<file path="src/rtl/pot_pkg.sv">
package pot_pkg;

    localparam int unsigned POT_DEPTH = 8;
    localparam int unsigned POT_PTR_W = 32;
    localparam int unsigned POT_CNT_W = 6;

    // Where the return output takes its value from in a cycle
    typedef enum logic [1:0] {
        SRC_NONE    = 2'd0,
        SRC_ORDERED = 2'd1,
        SRC_BYPASS  = 2'd2
    } ret_src_e;

    // Circular successor of a slot index
    function automatic int unsigned ring_next(int unsigned v, int unsigned depth);
        return (v + 1 == depth) ? 0 : v + 1;
    endfunction

endpackage

</file>
<file path="src/rtl/pot_entry.sv">
module pot_entry
    import pot_pkg::*;
#(
    parameter int unsigned PTR_W = POT_PTR_W,
    parameter int unsigned CNT_W = POT_CNT_W
) (
    input  logic             clk,
    input  logic             rst,
    input  logic             load,
    input  logic [PTR_W-1:0] load_ptr,
    input  logic             inc,
    input  logic             dec,
    input  logic             mark_last,
    input  logic             mark_err,
    input  logic             release_i,
    output logic             busy,
    output logic [PTR_W-1:0] ptr,
    output logic [CNT_W-1:0] cnt,
    output logic             last,
    output logic             err,
    output logic             done
);

    always_ff @(posedge clk) begin
        if (rst) begin
            busy <= 1'b0;
            ptr  <= '0;
            cnt  <= '0;
            last <= 1'b0;
            err  <= 1'b0;
        end else if (load) begin
            busy <= 1'b1;
            ptr  <= load_ptr;
            cnt  <= '0;
            last <= 1'b0;
            err  <= 1'b0;
        end else begin
            if (release_i) busy <= 1'b0;
            case ({inc, dec})
                2'b10:   cnt <= cnt + CNT_W'(1);
                2'b01:   cnt <= cnt - CNT_W'(1);
                default: cnt <= cnt;
            endcase
            if (mark_last) last <= 1'b1;
            if (mark_err)  err  <= 1'b1;
        end
    end

    assign done = busy && last && (cnt == '0);

    // simultaneous issue and response keep the count
    a_r5_inc_dec_balance: assert property (@(posedge clk) disable iff (rst)
        (inc && dec && !load) |=> $stable(cnt));

    // a response never arrives for a slot with nothing outstanding
    a_r5_no_underflow: assert property (@(posedge clk) disable iff (rst)
        (dec && !inc) |-> (cnt != '0));

    // an error mark persists until the slot is reloaded
    a_r6_err_sticky: assert property (@(posedge clk) disable iff (rst)
        (err && !load) |=> err);

endmodule

</file>
<file path="src/rtl/pot_ring.sv">
module pot_ring
    import pot_pkg::*;
#(
    parameter int unsigned DEPTH = POT_DEPTH,
    localparam int unsigned ID_W = (DEPTH > 1) ? $clog2(DEPTH) : 1,
    localparam int unsigned OCC_W = $clog2(DEPTH + 1)
) (
    input  logic            clk,
    input  logic            rst,
    input  logic            push,
    input  logic            pop,
    output logic [ID_W-1:0] head,
    output logic [ID_W-1:0] tail,
    output logic            full
);

    logic [OCC_W-1:0] occ;

    always_ff @(posedge clk) begin
        if (rst) begin
            head <= '0;
            tail <= '0;
            occ  <= '0;
        end else begin
            if (push) tail <= ID_W'(ring_next(int'(tail), DEPTH));
            if (pop)  head <= ID_W'(ring_next(int'(head), DEPTH));
            case ({push, pop})
                2'b10:   occ <= occ + OCC_W'(1);
                2'b01:   occ <= occ - OCC_W'(1);
                default: occ <= occ;
            endcase
        end
    end

    assign full = (occ == OCC_W'(DEPTH));

    // occupancy never exceeds the table size
    a_r2_occ_bound: assert property (@(posedge clk) disable iff (rst)
        occ <= OCC_W'(DEPTH));

    // each retirement moves the head by exactly one slot
    a_r4_head_step: assert property (@(posedge clk) disable iff (rst)
        pop |=> (head == ID_W'(ring_next(int'($past(head)), DEPTH))));

endmodule

</file>
<file path="src/rtl/pot_ret_mux.sv">
module pot_ret_mux
    import pot_pkg::*;
#(
    parameter int unsigned PTR_W = POT_PTR_W
) (
    input  logic             clk,
    input  logic             rst,
    input  logic             ord_ok,
    input  logic [PTR_W-1:0] ord_ptr,
    input  logic             ord_err,
    input  logic             byp_valid,
    input  logic [PTR_W-1:0] byp_ptr,
    output logic             byp_ready,
    output logic             ret_valid,
    output logic [PTR_W-1:0] ret_ptr,
    output logic             ret_err,
    output logic             ret_bypass
);

    ret_src_e src;

    always_comb begin
        if (ord_ok)         src = SRC_ORDERED;
        else if (byp_valid) src = SRC_BYPASS;
        else                src = SRC_NONE;
    end

    always_comb begin
        ret_valid  = (src != SRC_NONE);
        ret_bypass = (src == SRC_BYPASS);
        byp_ready  = (src != SRC_ORDERED);
        ret_err    = (src == SRC_ORDERED) && ord_err;
        ret_ptr    = (src == SRC_BYPASS) ? byp_ptr : ord_ptr;
    end

    // a bypass return carries the offered pointer and no error
    a_r7_bypass_clean: assert property (@(posedge clk) disable iff (rst)
        ret_bypass |-> (byp_valid && !ret_err && ret_ptr == byp_ptr));

endmodule

</file>
<file path="src/rtl/pkt_order_tracker.sv">
module pkt_order_tracker
    import pot_pkg::*;
#(
    parameter int unsigned DEPTH = POT_DEPTH,
    parameter int unsigned PTR_W = POT_PTR_W,
    parameter int unsigned CNT_W = POT_CNT_W,
    localparam int unsigned ID_W = (DEPTH > 1) ? $clog2(DEPTH) : 1
) (
    input  logic             clk,
    input  logic             rst,
    input  logic             alloc_valid,
    input  logic [PTR_W-1:0] alloc_ptr,
    output logic             alloc_ready,
    output logic [ID_W-1:0]  alloc_id,
    input  logic             wr_valid,
    input  logic [ID_W-1:0]  wr_id,
    input  logic             wr_last,
    input  logic             st_valid,
    input  logic [ID_W-1:0]  st_id,
    input  logic             st_err,
    input  logic             byp_valid,
    input  logic [PTR_W-1:0] byp_ptr,
    output logic             byp_ready,
    output logic             ret_valid,
    output logic [PTR_W-1:0] ret_ptr,
    output logic             ret_err,
    output logic             ret_bypass
);

    logic [ID_W-1:0]  head, tail;
    logic             full, push, retire;
    logic [DEPTH-1:0] ld, inc, dec, mlast, merr, rel;
    logic [DEPTH-1:0] e_busy, e_last, e_err, e_done;
    logic [PTR_W-1:0] e_ptr [DEPTH];
    logic [CNT_W-1:0] e_cnt [DEPTH];

    assign alloc_ready = !full;
    assign alloc_id    = tail;
    assign push        = alloc_valid && !full;
    assign retire      = e_done[head];

    pot_ring #(.DEPTH(DEPTH)) u_ring (
        .clk  (clk),
        .rst  (rst),
        .push (push),
        .pop  (retire),
        .head (head),
        .tail (tail),
        .full (full)
    );

    for (genvar i = 0; i < DEPTH; i++) begin : g_slot
        assign ld[i]    = push && (tail == ID_W'(i));
        assign inc[i]   = wr_valid && (wr_id == ID_W'(i));
        assign mlast[i] = inc[i] && wr_last;
        assign dec[i]   = st_valid && (st_id == ID_W'(i));
        assign merr[i]  = dec[i] && st_err;
        assign rel[i]   = retire && (head == ID_W'(i));

        pot_entry #(.PTR_W(PTR_W), .CNT_W(CNT_W)) u_entry (
            .clk       (clk),
            .rst       (rst),
            .load      (ld[i]),
            .load_ptr  (alloc_ptr),
            .inc       (inc[i]),
            .dec       (dec[i]),
            .mark_last (mlast[i]),
            .mark_err  (merr[i]),
            .release_i (rel[i]),
            .busy      (e_busy[i]),
            .ptr       (e_ptr[i]),
            .cnt       (e_cnt[i]),
            .last      (e_last[i]),
            .err       (e_err[i]),
            .done      (e_done[i])
        );
    end

    pot_ret_mux #(.PTR_W(PTR_W)) u_mux (
        .clk        (clk),
        .rst        (rst),
        .ord_ok     (retire),
        .ord_ptr    (e_ptr[head]),
        .ord_err    (e_err[head]),
        .byp_valid  (byp_valid),
        .byp_ptr    (byp_ptr),
        .byp_ready  (byp_ready),
        .ret_valid  (ret_valid),
        .ret_ptr    (ret_ptr),
        .ret_err    (ret_err),
        .ret_bypass (ret_bypass)
    );

    // a tracked return only for a finished packet at the head
    a_r3_retire_gate: assert property (@(posedge clk) disable iff (rst)
        (ret_valid && !ret_bypass) |->
            (e_busy[head] && e_last[head] && e_cnt[head] == '0));

    // at most one slot released per cycle
    a_r4_single_release: assert property (@(posedge clk) disable iff (rst)
        $onehot0(rel));

    // bypass refused while a tracked packet retires
    a_r7_ordered_first: assert property (@(posedge clk) disable iff (rst)
        (ret_valid && !ret_bypass) |-> !byp_ready);

endmodule

</file>
<file path="config.mk">
export PLATFORM = sky130hd
export DESIGN_NAME = pkt_order_tracker
export DESIGN_NICKNAME = d
export VERILOG_FILES = /design/src/rtl/pot_pkg.sv /design/src/rtl/pot_entry.sv /design/src/rtl/pot_ring.sv /design/src/rtl/pot_ret_mux.sv /design/src/rtl/pkt_order_tracker.sv
export SDC_FILE = /design/constraint.sdc
export NUM_CORES = 1
export LEC_CHECK = 0
export ABC_AREA = 1
export BUFFER_PORTS_ARGS = -buffer_cell sky130_fd_sc_hd__buf_4
export CORE_ASPECT_RATIO = 0.7
export CORE_MARGIN = 2
export CORE_UTILIZATION = 25
export CTS_BUF_LIST = sky130_fd_sc_hd__clkbuf_8
export CTS_CLUSTER_SIZE = 8
export DETAILED_ROUTE_END_ITERATION = 10
export PLACE_DENSITY = 0.39
export SLEW_MARGIN = 20
export SYNTH_ARGS = -nofsm -noshare
export SYNTH_HDL_FRONTEND = slang
export SYNTH_HIERARCHICAL = 1
export SYNTH_SLANG_ARGS = --single-unit
</file>
<file path="constraint.sdc">
create_clock -name clk -period 4.56 [get_ports clk]
set_input_delay 0.228 -clock clk [delete_from_list [all_inputs] [get_ports clk]]
set_output_delay 0.228 -clock clk [all_outputs]
set_load 0.02 [all_outputs]
</file>
==> results.toml, run 1 <==
[outcome]
status = "complete, no violations"

[logic_synthesis]
synth.yosys.warnings = 6
ys_seq_area_share_pct = 36.84
synth_edf_count = 0
ys.flop_type = "dfxtp_1"
synth.distinct_cells = 36
synth_seq_cells = 338
synth_nets = 3051
synthesis.area_sq_mm = 0.01837
synthArstFlopShare_pct = 0
synth.avg_cell_area_sq_um = 6.239
syn_inst = 2944

[timing]
clock.fmax_mhz = 245.4
fin_crit_ns = 4.075
finalCritPeriodShare_pct = 89.37
finalMaxSlewViolations = 0
setup_violations = 0
worst_pin_slew_ns = 1.080
hold_viol = 0
rsz0062_at_grt = "no"
tns_ns = 0
slew_headroom_pct = 27.97
finClkSkew_ns = 0.02793

[cts]
numCtsBuffers = 61
clock_path_buffers = 3
clock_latency_ns = 0.69
cts_sinks = 338
cts.clk_slew.worst_paths_ns = 0.06
cts_tree = "built"
htreeDepth = 2
cts_resized = 0
root_buffer = "clkbuf_8"

[power]
pwr-share-clk_pct = 39.9
comb_power_share_pct = 14.4
power.internal_mw = 4.802
peakVddDrop_mv = 0.2345
power_mw = 6.935
switching_power_mw = 2.133
p_leak_nw = 10.50
seq_power_share_pct = 45.7
p_per_area_mw_per_mm2 = 325.9
swShare_pct = 30.76

[worst_setup_path]
cp_data_arrival_time_ns = 3.85
critPathLaunchType = "flip-flop"
crit_type = "flip-flop to output port"
rrSetupSlack_ns = 1.11
cp_top_family = "simple AND/OR/NAND/NOR gates"
r2r_start = "u_ring/occ[2]"
cp_slowest_cell = "inv_2"
end_kind = "output port"
path_cells = "buf_4 -> nand2_1 -> nand2_1 -> nand2_1 -> nand2_1 -> nand2_1 -> nand2_1 -> buf_4 -> inv_2 -> nand2_4 -> nand2_1 -> nand2_1 -> buf_4"
path_buf_inv = 4
crit_start = "u_ring/head[0]"
r2r_end = "g_slot[7].u_entry/cnt[3]"
cp.depth = 13
crit_required_ns = 4.33
rr_worst_depth = 11
crit_fanout = 50
max_stage_delay_ns = 0.69
critPathCapture = "ret_ptr[26]"
crit_top_cell = "nand2_1"

[run]
cap_violations = 0

[floorplanning]
die-area_sq_mm = 0.07568
ioPinCount = 118
dieHeight_microns = 230.8
rows = 83
coreArea_sq_mm = 0.07301
die_w_microns = 328.0
start_util_pct = 25.16

[final_layout]
drive_gt1_share_pct = 11.52
layout_common_cells = "nand2_1 (990), nor2_1 (605), dfxtp_1 (335), o21ai_0 (270), inv_1 (190)"
fin_area_sq_mm = 0.02128
area_delta_synth_final_pct = 15.85
nets = 3140
final_common_cell = "nand2_1"

[grt]
grt-ovfl-total = 0
grt_pass1_wl_microns = 108600
antenna_found_initial = 2
grt_pass1_vias = 18090
grt_max_degree = 80
track_usage_pct = 18.40

[placement]
gp_congestion = 0.7718
placed_area_sq_mm = 0.01984
dp_hpwl_microns = 43520
portBuffers = 117

[route]
via_per_inst = 4.589
drc = 0
drt-pass1-iter-count = 5
finalWirelength_microns = 70430
wl_per_cell_microns = 17.39
postRouteAntennaNets = 0
route.vias.total = 18590
initialDrtViolationCount = 1403

[hold_path]
min_path_type = "input port to flip-flop"
[layer usage]
| layer | routed length, microns | GRT usage [%] | up-vias |
|---|---|---|---|
| li1 | - | - | 9316 |
| met1 | 35680 | 26.86 | 8708 |
| met3 | 4136 | 3.497 | 89 |
| met2 | 29290 | 27.68 | 472 |
| met4 | 1326 | 4.243 | 0 |
| met5 | 0 | 0 | - |
[layout make-up]
| cell class | count | area [sq um] |
|---|---|---|
| clock buffer | 70 | 963.4 |
| sequential | 338 | 6773 |
| multi-input combinational | 2249 | 9970 |
| clock inverter | 32 | 140.1 |
| antenna | 1 | 2.502 |
| timing repair buffer | 177 | 1431 |
| fill | 8136 | 51730 |
| inverter | 206 | 775.7 |
| tap | 977 | 1222 |
[power by group through the flow]
| stage | combinational, mW | sequential, mW | clock, mW |
|---|---|---|---|
| after floorplan | 0.597 | 3.22 | 0 |
| after global placement | 0.968 | 3.23 | 0 |
| after detailed placement | 0.971 | 3.23 | 0 |
| after CTS | 0.999 | 3.17 | 2.88 |
| after global routing | 1.11 | 3.19 | 3.00 |
| final | 0.996 | 3.17 | 2.77 |
[worst min-delay path by stage]
| stage | from | to | slack, ns | cells past startpoint |
|---|---|---|---|---|
| 4_1_cts | wr_id[1] | g_slot[7].u_entry/last | 0.005 | 5 |
| 6_report | wr_id[1] | g_slot[6].u_entry/last | 0.06 | 5 |
| 2_1_floorplan | rst | g_slot[0].u_entry/busy | 0.30 | 1 |
| 5_1_grt | wr_id[1] | g_slot[6].u_entry/last | 0.07 | 5 |
| 3_5_place_dp | g_slot[0].u_entry/busy | g_slot[0].u_entry/busy | 0.47 | 2 |
| 3_3_place_gp | g_slot[7].u_entry/err | g_slot[7].u_entry/err | 0.47 | 2 |
[worst register-to-register path: stages (launching register included)]
cell and delay (ns):
dfxtp_1 0.34, or2_1 0.24, nor3b_1 0.41, nor2_1 0.25, nand2_1 0.24, nor2_2 0.05
buf_4 0.28, inv_2 0.72, nand2_1 0.46, a21oi_1 0.26, nand2_1 0.08, inv_1 0.05
[timing repair]
action / 4_1_cts / 5_1_grt
hold buffers: 33 / 0
setup buffers: 0 / 0
endpoints found under the hold margin: 266 / 0
[stage by stage]
step                setup slack [ns]  hold WS (ns)  utilization [%]  instances
finish                        0.4845       0.05802            29.15       4050
global route                  0.2370       0.07406            29.15       4050
CTS                           0.5188      0.005357            29.14       4049
detailed placement             1.077        0.4690            27.18       3914
global placement               1.089        0.4671            27.14       3913
floorplan                      2.364        0.2971                -       2944
[cells in the mapped netlist (all sizes together) (20+ instances only)]
cell type / number / share of area (%)
nor2: 639 / 14
xnor2: 26 / 1.6
a21oi: 56 / 1.5
dfxtp: 338 / 37
o21ai: 286 / 7.8
ha: 29 / 2.0
nand4: 20 / 0.68
clkbuf: 81 / 1.7
buf: 70 / 3.1
inv: 203 / 4.2
nor3: 24 / 0.87
nand2: 1023 / 21
nand3: 108 / 3.2
[sequential cells by signal, indices dropped and copies added, names as in the netlist]
| signal | count |
|---|---|
| g_slot.u_entry/err | 8 |
| g_slot.u_entry/busy | 8 |
| g_slot.u_entry/cnt | 48 |
| g_slot.u_entry/ptr | 256 |
| u_ring/occ | 4 |
| u_ring/head | 3 |
| g_slot.u_entry/last | 8 |
| u_ring/tail | 3 |
[logic make-up after synthesis]
family	count (synthesis)	share of synthesized area, %
buffers and inverters	357	8.986
AND/OR/NAND/NOR	1818	39.91
AO/OA/AOI/OAI	366	10.25
XOR/XNOR	36	2.044
flip-flops	338	36.84
adder cells (fa/ha/maj)	29	1.976
Note: power is estimated with default switching activity, not from simulation.
==> run 2: changes to the inputs <==
PLACE_DENSITY = 0.4   (was 0.39)
SYNTH_HIERARCHICAL = default   (was 1)
TNS_END_PERCENT = 50   (was default)
clock period = 3.3 ns   (was 4.56 ns; I/O delays follow)
==> results.toml, run 2 <==
[worst_setup_path]
critPathLaunchType = "flip-flop"
path_buf_inv = 2
cp_data_arrival_time_ns = 2.90
end_kind = "output port"
crit_required_ns = 3.13
cp_top_family = "compound AO/OA/AOI/OAI gates"
cp_slowest_cell = "dfxtp_4"
path_cells = "buf_6 -> o21ai_0 -> a21oi_1 -> a21oi_1 -> o21ai_0 -> nand2_1 -> nand2_1 -> buf_4"
max_stage_delay_ns = 0.53
crit_type = "flip-flop to output port"
crit_fanout = 82

[timing]
rsz0062_at_grt = "no"
holdWs_ns = 0.06167
hold_viol = 0
worst_pin_slew_ns = 0.7723
finalCritPeriodShare_pct = 92.98
finClkSkew_ns = 0.02606
fin_crit_ns = 3.068
clock.fmax_mhz = 325.9
finalMaxSlewViolations = 0
setup_violations = 0
slew_headroom_pct = 48.51
worst_slack_ns = 0.2317
tns_ns = 0

[final_layout]
drive_gt1_share_pct = 10.55
largestRegisters = "g_slot.u_entry.ptr x256, g_slot.u_entry.cnt x48"
layout_common_cells = "a21oi_1 (473), o21ai_0 (410), inv_1 (348), dfxtp_1 (336), nand2_1 (276)"
largest_reg_flops = 256
max_flop_register = "g_slot.u_entry.ptr"
num-fill-cells = 7240
fin_area_sq_mm = 0.01994
finalNonFillerCells = 3375
final_common_cell = "a21oi_1"
fin_util_pct = 30.10
area_delta_synth_final_pct = 19.45
nets = 2582

[route]
wl_per_cell_microns = 15.83
postRouteAntennaNets = 0
drt-pass1-iter-count = 5
drc = 0
initialDrtViolationCount = 936
route.vias.total = 15340
via_per_inst = 4.544
finalWirelength_microns = 53420

[logic_synthesis]
yosys-top-cells-count = "a21oi_1 (473), o21ai_0 (410), dfxtp_1 (338), inv_1 (326), nand2_1 (276)"
synth_edf_count = 0
synth.yosys.warnings = 0
synth.distinct_cells = 33
yosys-top-cells-area = "dfxtp_1 (41%), a21oi_1 (14%), o21ai_0 (12%)"
ys.flop_type = "dfxtp_1"
synthesis.area_sq_mm = 0.01669
synth_top_area_share_pct = 40.54
synthArstFlopShare_pct = 0
synth.avg_cell_area_sq_um = 7.157
syn_inst = 2332
synth_nets = 2473
yosysTopAreaCell = "dfxtp_1"
ys_seq_area_share_pct = 40.54
synth.most_common_cell = "a21oi_1"
synth_seq_cells = 338

[placement]
dpl.cell_count = 3217
gp_congestion = 0.7598
pre_cts_ws_ns = 0.7142
placed_area_sq_mm = 0.01827
portBuffers = 117
dp_hpwl_microns = 32600

[cts]
clock_path_buffers = 3
numCtsBuffers = 61
cts_setup_buffers = 0
cts_sinks = 338
cts.clk_slew.worst_paths_ns = 0.06
root_buffer = "clkbuf_8"
cts_tree = "built"
htreeDepth = 2
clock_latency_ns = 0.68

[grt]
grt_pass1_vias = 14530
grt_pass1_wl_microns = 84240
antenna_found_initial = 1
track_usage_pct = 15.41
grt-ovfl-total = 0
grt_max_degree = 131

[run]
cap_violations = 0

[floorplanning]
rows = 79
die_w_microns = 312.8
ioPinCount = 118
die-area_sq_mm = 0.06888
dieHeight_microns = 220.2
coreArea_sq_mm = 0.06623
start_util_pct = 25.20

[power]
power_mw = 11.23
p_per_area_mw_per_mm2 = 563.3
peakVddDrop_mv = 0.3312
p_leak_nw = 7.671

[outcome]
status = "complete, no violations"

[hold_path]
min_path_type = "input port to flip-flop"
[run 2: cell types whose count changed after synthesis, moves of 13 or more]
cell     delta
ha_1       +26
nor2_1    -534
nand2_2    -27
a21oi_1   +417
inv_1     +158
nor3_1     -13
buf_6      -20
o21ai_0   +140
buf_2      +32
inv_2      -27
nand2_1   -714
nor2_2     -17
[run 2: worst paths after layout]
path / start / end / slack (ns) / cells past startpoint
max: u_ring.head[0] / ret_ptr[0] / 0.23 / 8
min: wr_valid / g_slot[6].u_entry.last / 0.06 / 5
max reg2reg: u_ring.head[0] / u_ring.occ[3] / 0.81 / 13
min reg2reg: g_slot[6].u_entry.ptr[5] / g_slot[6].u_entry.ptr[5] / 0.44 / 2
[run 2: cells by family after synthesis]
logic type,synth area share (%)
AOI/OAI and AO/OA,28.20
xor gates and xnor gates,1.522
adders and majority gates,5.083
buffers and inverters,12.13
DFF,40.54
and+or+nand+nor,12.53
[run 2: layer usage]
metal | up-vias | part of all wire, % | track usage [%]
met4 | 0 | 2.0 | 4.498
met2 | 255 | 40 | 22.37
met5 | - | 0 | 0
met1 | 7072 | 53 | 22.97
met3 | 76 | 4.4 | 2.793
li1 | 7934 | - | -
[run 2: worst min-delay path, delay by kind of cell]
family                 cells  cell delay [ns]
AOI/OAI and AO/OA          1             0.06
buffers and inverters      2             0.26
and+or+nand+nor            2             0.19
[run 2: what timing repair did]
item,CTS,global route
gates resized for setup,1,1
endpoints found under the setup margin,1,27
hold buffers,52,0
hold endpoints to repair,280,0
[run 2: power breakdown]
part / internal, mW / leakage, nW / switching [mW]
registers: 4.29 / 2.75 / 0.146
clock network: 1.96 / 0.672 / 1.85
logic: 0.948 / 4.25 / 2.04
total: 7.20 / 7.67 / 4.03
[run 2: area by class of cell]
| cell class | count | area, sq um | area share [%] |
|---|---|---|---|
| Antenna cell | 1 | 2.502 | 0.01255 |
| Clock buffer | 72 | 991.0 | 4.971 |
| Clock inverter | 33 | 148.9 | 0.7469 |
| Inverter | 337 | 1282 | 6.433 |
| Multi-Input combinational cell | 1507 | 7919 | 39.72 |
| Sequential cell | 338 | 6771 | 33.97 |
| Tap cell | 891 | 1115 | 5.592 |
| Timing Repair Buffer | 196 | 1705 | 8.555 |
==> run 3: changes to the inputs <==
ABC_AREA = default   (was 1)
CORE_MARGIN = default   (was 2)
==> results.toml, run 3 <==
[outcome]
status = "complete, but fails checks"
violations = "setup timing"

[route]
initialDrtViolationCount = 869
wl_met1_microns = 27140
wl_per_cell_microns = 18.33
drt-pass1-iter-count = 5
route.vias.total = 14230
finalWirelength_microns = 55610
postRouteAntennaNets = 0
wl_met2_microns = 24500
topRoutingLayerUsed = "met5"
via_per_inst = 4.690
routed-wl-met3_microns = 2974
drc = 0

[timing]
finalCritPeriodShare_pct = 101.3
clock.fmax_mhz = 299.2
worst_slack_ns = -0.04179
hold_viol = 0
slew_headroom_pct = 42.24
setup_violations = 26
finalMaxSlewViolations = 0
fin_crit_ns = 3.342
worst_pin_slew_ns = 0.8664
rsz0062_at_grt = "yes"
holdWs_ns = 0.05399
finClkSkew_ns = 0.03352

[final_layout]
layout_common_cells = "nand2_1 (641), dfxtp_1 (333), a21oi_1 (317), buf_4 (137), nor2_1 (90)"
max_flop_register = "g_slot.u_entry.ptr"
largest_reg_flops = 256
nets = 2247
area_delta_synth_final_pct = 21.95
drive_gt1_share_pct = 18.54
final_common_cell = "nand2_1"
seq_area_sq_mm = 0.006778
num-fill-cells = 6849
largestRegisters = "g_slot.u_entry.ptr x256, g_slot.u_entry.cnt x48"
multiInputGateArea_sq_mm = 0.009047

[logic_synthesis]
yosys-top-cells-count = "nand2_1 (641), dfxtp_1 (338), a21oi_1 (317), clkbuf_1 (125), nor2_1 (90)"
synthesis.area_sq_mm = 0.01665
synth_nets = 2133
synth.most_common_cell = "nand2_1"
syn_inst = 1992
synth_top_area_share_pct = 40.65
synth.distinct_cells = 57
synth_edf_count = 0
ys.flop_type = "dfxtp_1"
yosysTopAreaCell = "dfxtp_1"
synthArstFlopShare_pct = 0
synth.avg_cell_area_sq_um = 8.357
yosys-top-cells-area = "dfxtp_1 (41%), nand2_1 (14%), a21oi_1 (9.5%)"
ys_seq_area_share_pct = 40.65
synth_seq_cells = 338
synth.yosys.warnings = 0

[cts]
htreeDepth = 2
cts.clk_slew.worst_paths_ns = 0.06
numCtsBuffers = 59
cts_tree = "built"
root_buffer = "clkbuf_8"
cts_sinks = 338
clock_path_buffers = 3
clock_latency_ns = 0.68

[worst_setup_path]
end_kind = "output port"
r2r_end = "u_ring.occ[3]"
crit_required_ns = 3.13
crit_fanout = 5
crit_type = "flip-flop to output port"
critPathLaunchType = "flip-flop"
rr_worst_depth = 11
r2r_start = "g_slot[5].u_entry.cnt[1]"
rrSetupSlack_ns = 0.17
cp_data_arrival_time_ns = 3.18

[grt]
grt_pass1_vias = 13650
track_usage_pct = 16.32
antenna_found_initial = 5
grt_max_degree = 135
grt-ovfl-total = 0
grt_pass1_wl_microns = 83950

[power]
peakVddDrop_mv = 0.2518
switching_power_mw = 2.573
p_leak_nw = 7.672
pwr-share-clk_pct = 42.3
power.internal_mw = 6.758
p_per_area_mw_per_mm2 = 459.6
seq_power_share_pct = 45.7
comb_power_share_pct = 11.9
swShare_pct = 27.57

[floorplanning]
ioPinCount = 118
die_w_microns = 310.4
start_util_pct = 25.50
dieHeight_microns = 217.9
coreArea_sq_mm = 0.06529
die-area_sq_mm = 0.06764
rows = 78

[placement]
portBuffers = 117
dp_hpwl_microns = 31910
gp_congestion = 0.7584
pre_cts_ws_ns = 0.09318

[hold_path]
min_path_type = "input port to flip-flop"
min_to = "g_slot[4].u_entry.last"
min_from = "wr_valid"
hold_path_depth = 4

[run]
cap_violations = 0
[run 3: cell types whose count changed in the layout (fill, tap and decap cells not counted), moves of 25 or more]
| cell | previous run | this run |
|---|---|---|
| o21ai_1 | 25 | 0 |
| a21oi_1 | 473 | 317 |
| mux4_2 | 0 | 66 |
| o21ai_0 | 410 | 17 |
| inv_1 | 348 | 62 |
| nand2_1 | 276 | 641 |
| nand3_1 | 95 | 3 |
| mux2_4 | 0 | 32 |
[run 3: cell type report]
class,instances,area share (%)
multi-input combinational,1449,44.56
clock buffer,77,5.220
timing repair buffer,219,9.959
tap,880,5.423
inverter,39,0.7211
sequential,338,33.38
antenna,2,0.02465
clock inverter,30,0.7026
[run 3: power groups by stage]
stage | logic (mW) | registers, mW | clock network [mW]
2_1_floorplan | 0.647 | 4.34 | 0
3_3_place_gp | 0.995 | 4.35 | 0
3_5_place_dp | 1.01 | 4.36 | 0
4_1_cts | 1.12 | 4.27 | 4.09
5_1_grt | 1.21 | 4.28 | 4.26
6_report | 1.11 | 4.27 | 3.95
[run 3: worst max path at each step]
stage | start | endpoint | slack (ns) | cells after the start
after floorplan | u_ring.head[0] | u_ring.occ[3] | 0.07 | 12
after global placement | g_slot[5].u_entry.cnt[1] | u_ring.occ[2] | 0.09 | 12
after detailed placement | g_slot[5].u_entry.cnt[1] | u_ring.occ[3] | 0.09 | 11
after CTS | u_ring.head[0] | ret_ptr[12] | -0.10 | 9
after global routing | g_slot[5].u_entry.cnt[1] | ret_ptr[12] | -0.12 | 9
final | g_slot[5].u_entry.cnt[1] | ret_ptr[26] | -0.04 | 9
[run 3: stage by stage]
| stage | std cells | util [%] | setup TNS (ns) | cell area [sq um] | power, mW |
|---|---|---|---|---|---|
| detailed placement | 2866 | 27.98 | 0 | 18270 | 5.363 |
| CTS | 3031 | 31.05 | -2.352 | 20270 | 9.482 |
| global route | 3033 | 31.09 | -3.110 | 20300 | 9.754 |
| finish | 3034 | 31.10 | -0.4505 | 20300 | 9.330 |
| global placement | 2866 | 27.98 | 0 | 18270 | 5.347 |
| floorplan | 1992 | - | 0 | 16650 | 4.983 |
[run 3: timing repair]
item | 4_1_cts | 5_1_grt
endpoints found under the setup margin | 32 | 35
setup buffers | 7 | 1
gates resized for setup | 40 | 4
pin swaps | 6 | 1
hold endpoints to repair | 271 | 0
hold buffers | 47 | 0
gates cloned | 4 | 0
[run 3: cell families (layout without fill, tap and decap cells)]
family                     after synthesis  in the layout  share of synthesized area (%)
and+or+nand+nor                        850            850                          21.39
AOI/OAI and AO/OA                      393            393                          12.90
DFF                                    338            338                          40.65
buffers and inverters                  205            365                          5.644
muxes                                  117            117                          12.95
adders and majority gates               63             63                          5.096
xor gates and xnor gates                26             26                          1.368
other                                    0              2                              0
[run 3: layer usage]
metal | vias up | GRT usage (%)
met1 | 6854 | 23.23
met4 | 6 | 4.007
met3 | 78 | 3.158
li1 | 6932 | -
met5 | - | 0
met2 | 358 | 25.11
[run 3: critical path: stages, from the launching register on]
cell and delay, ns:
dfxtp_2 0.34, or4_4 0.51, or4_4 0.43, a32o_2 0.32, nand3_4 0.09, buf_12 0.11
buf_12 0.12, buf_16 0.15, mux2_4 0.30, buf_6 0.13
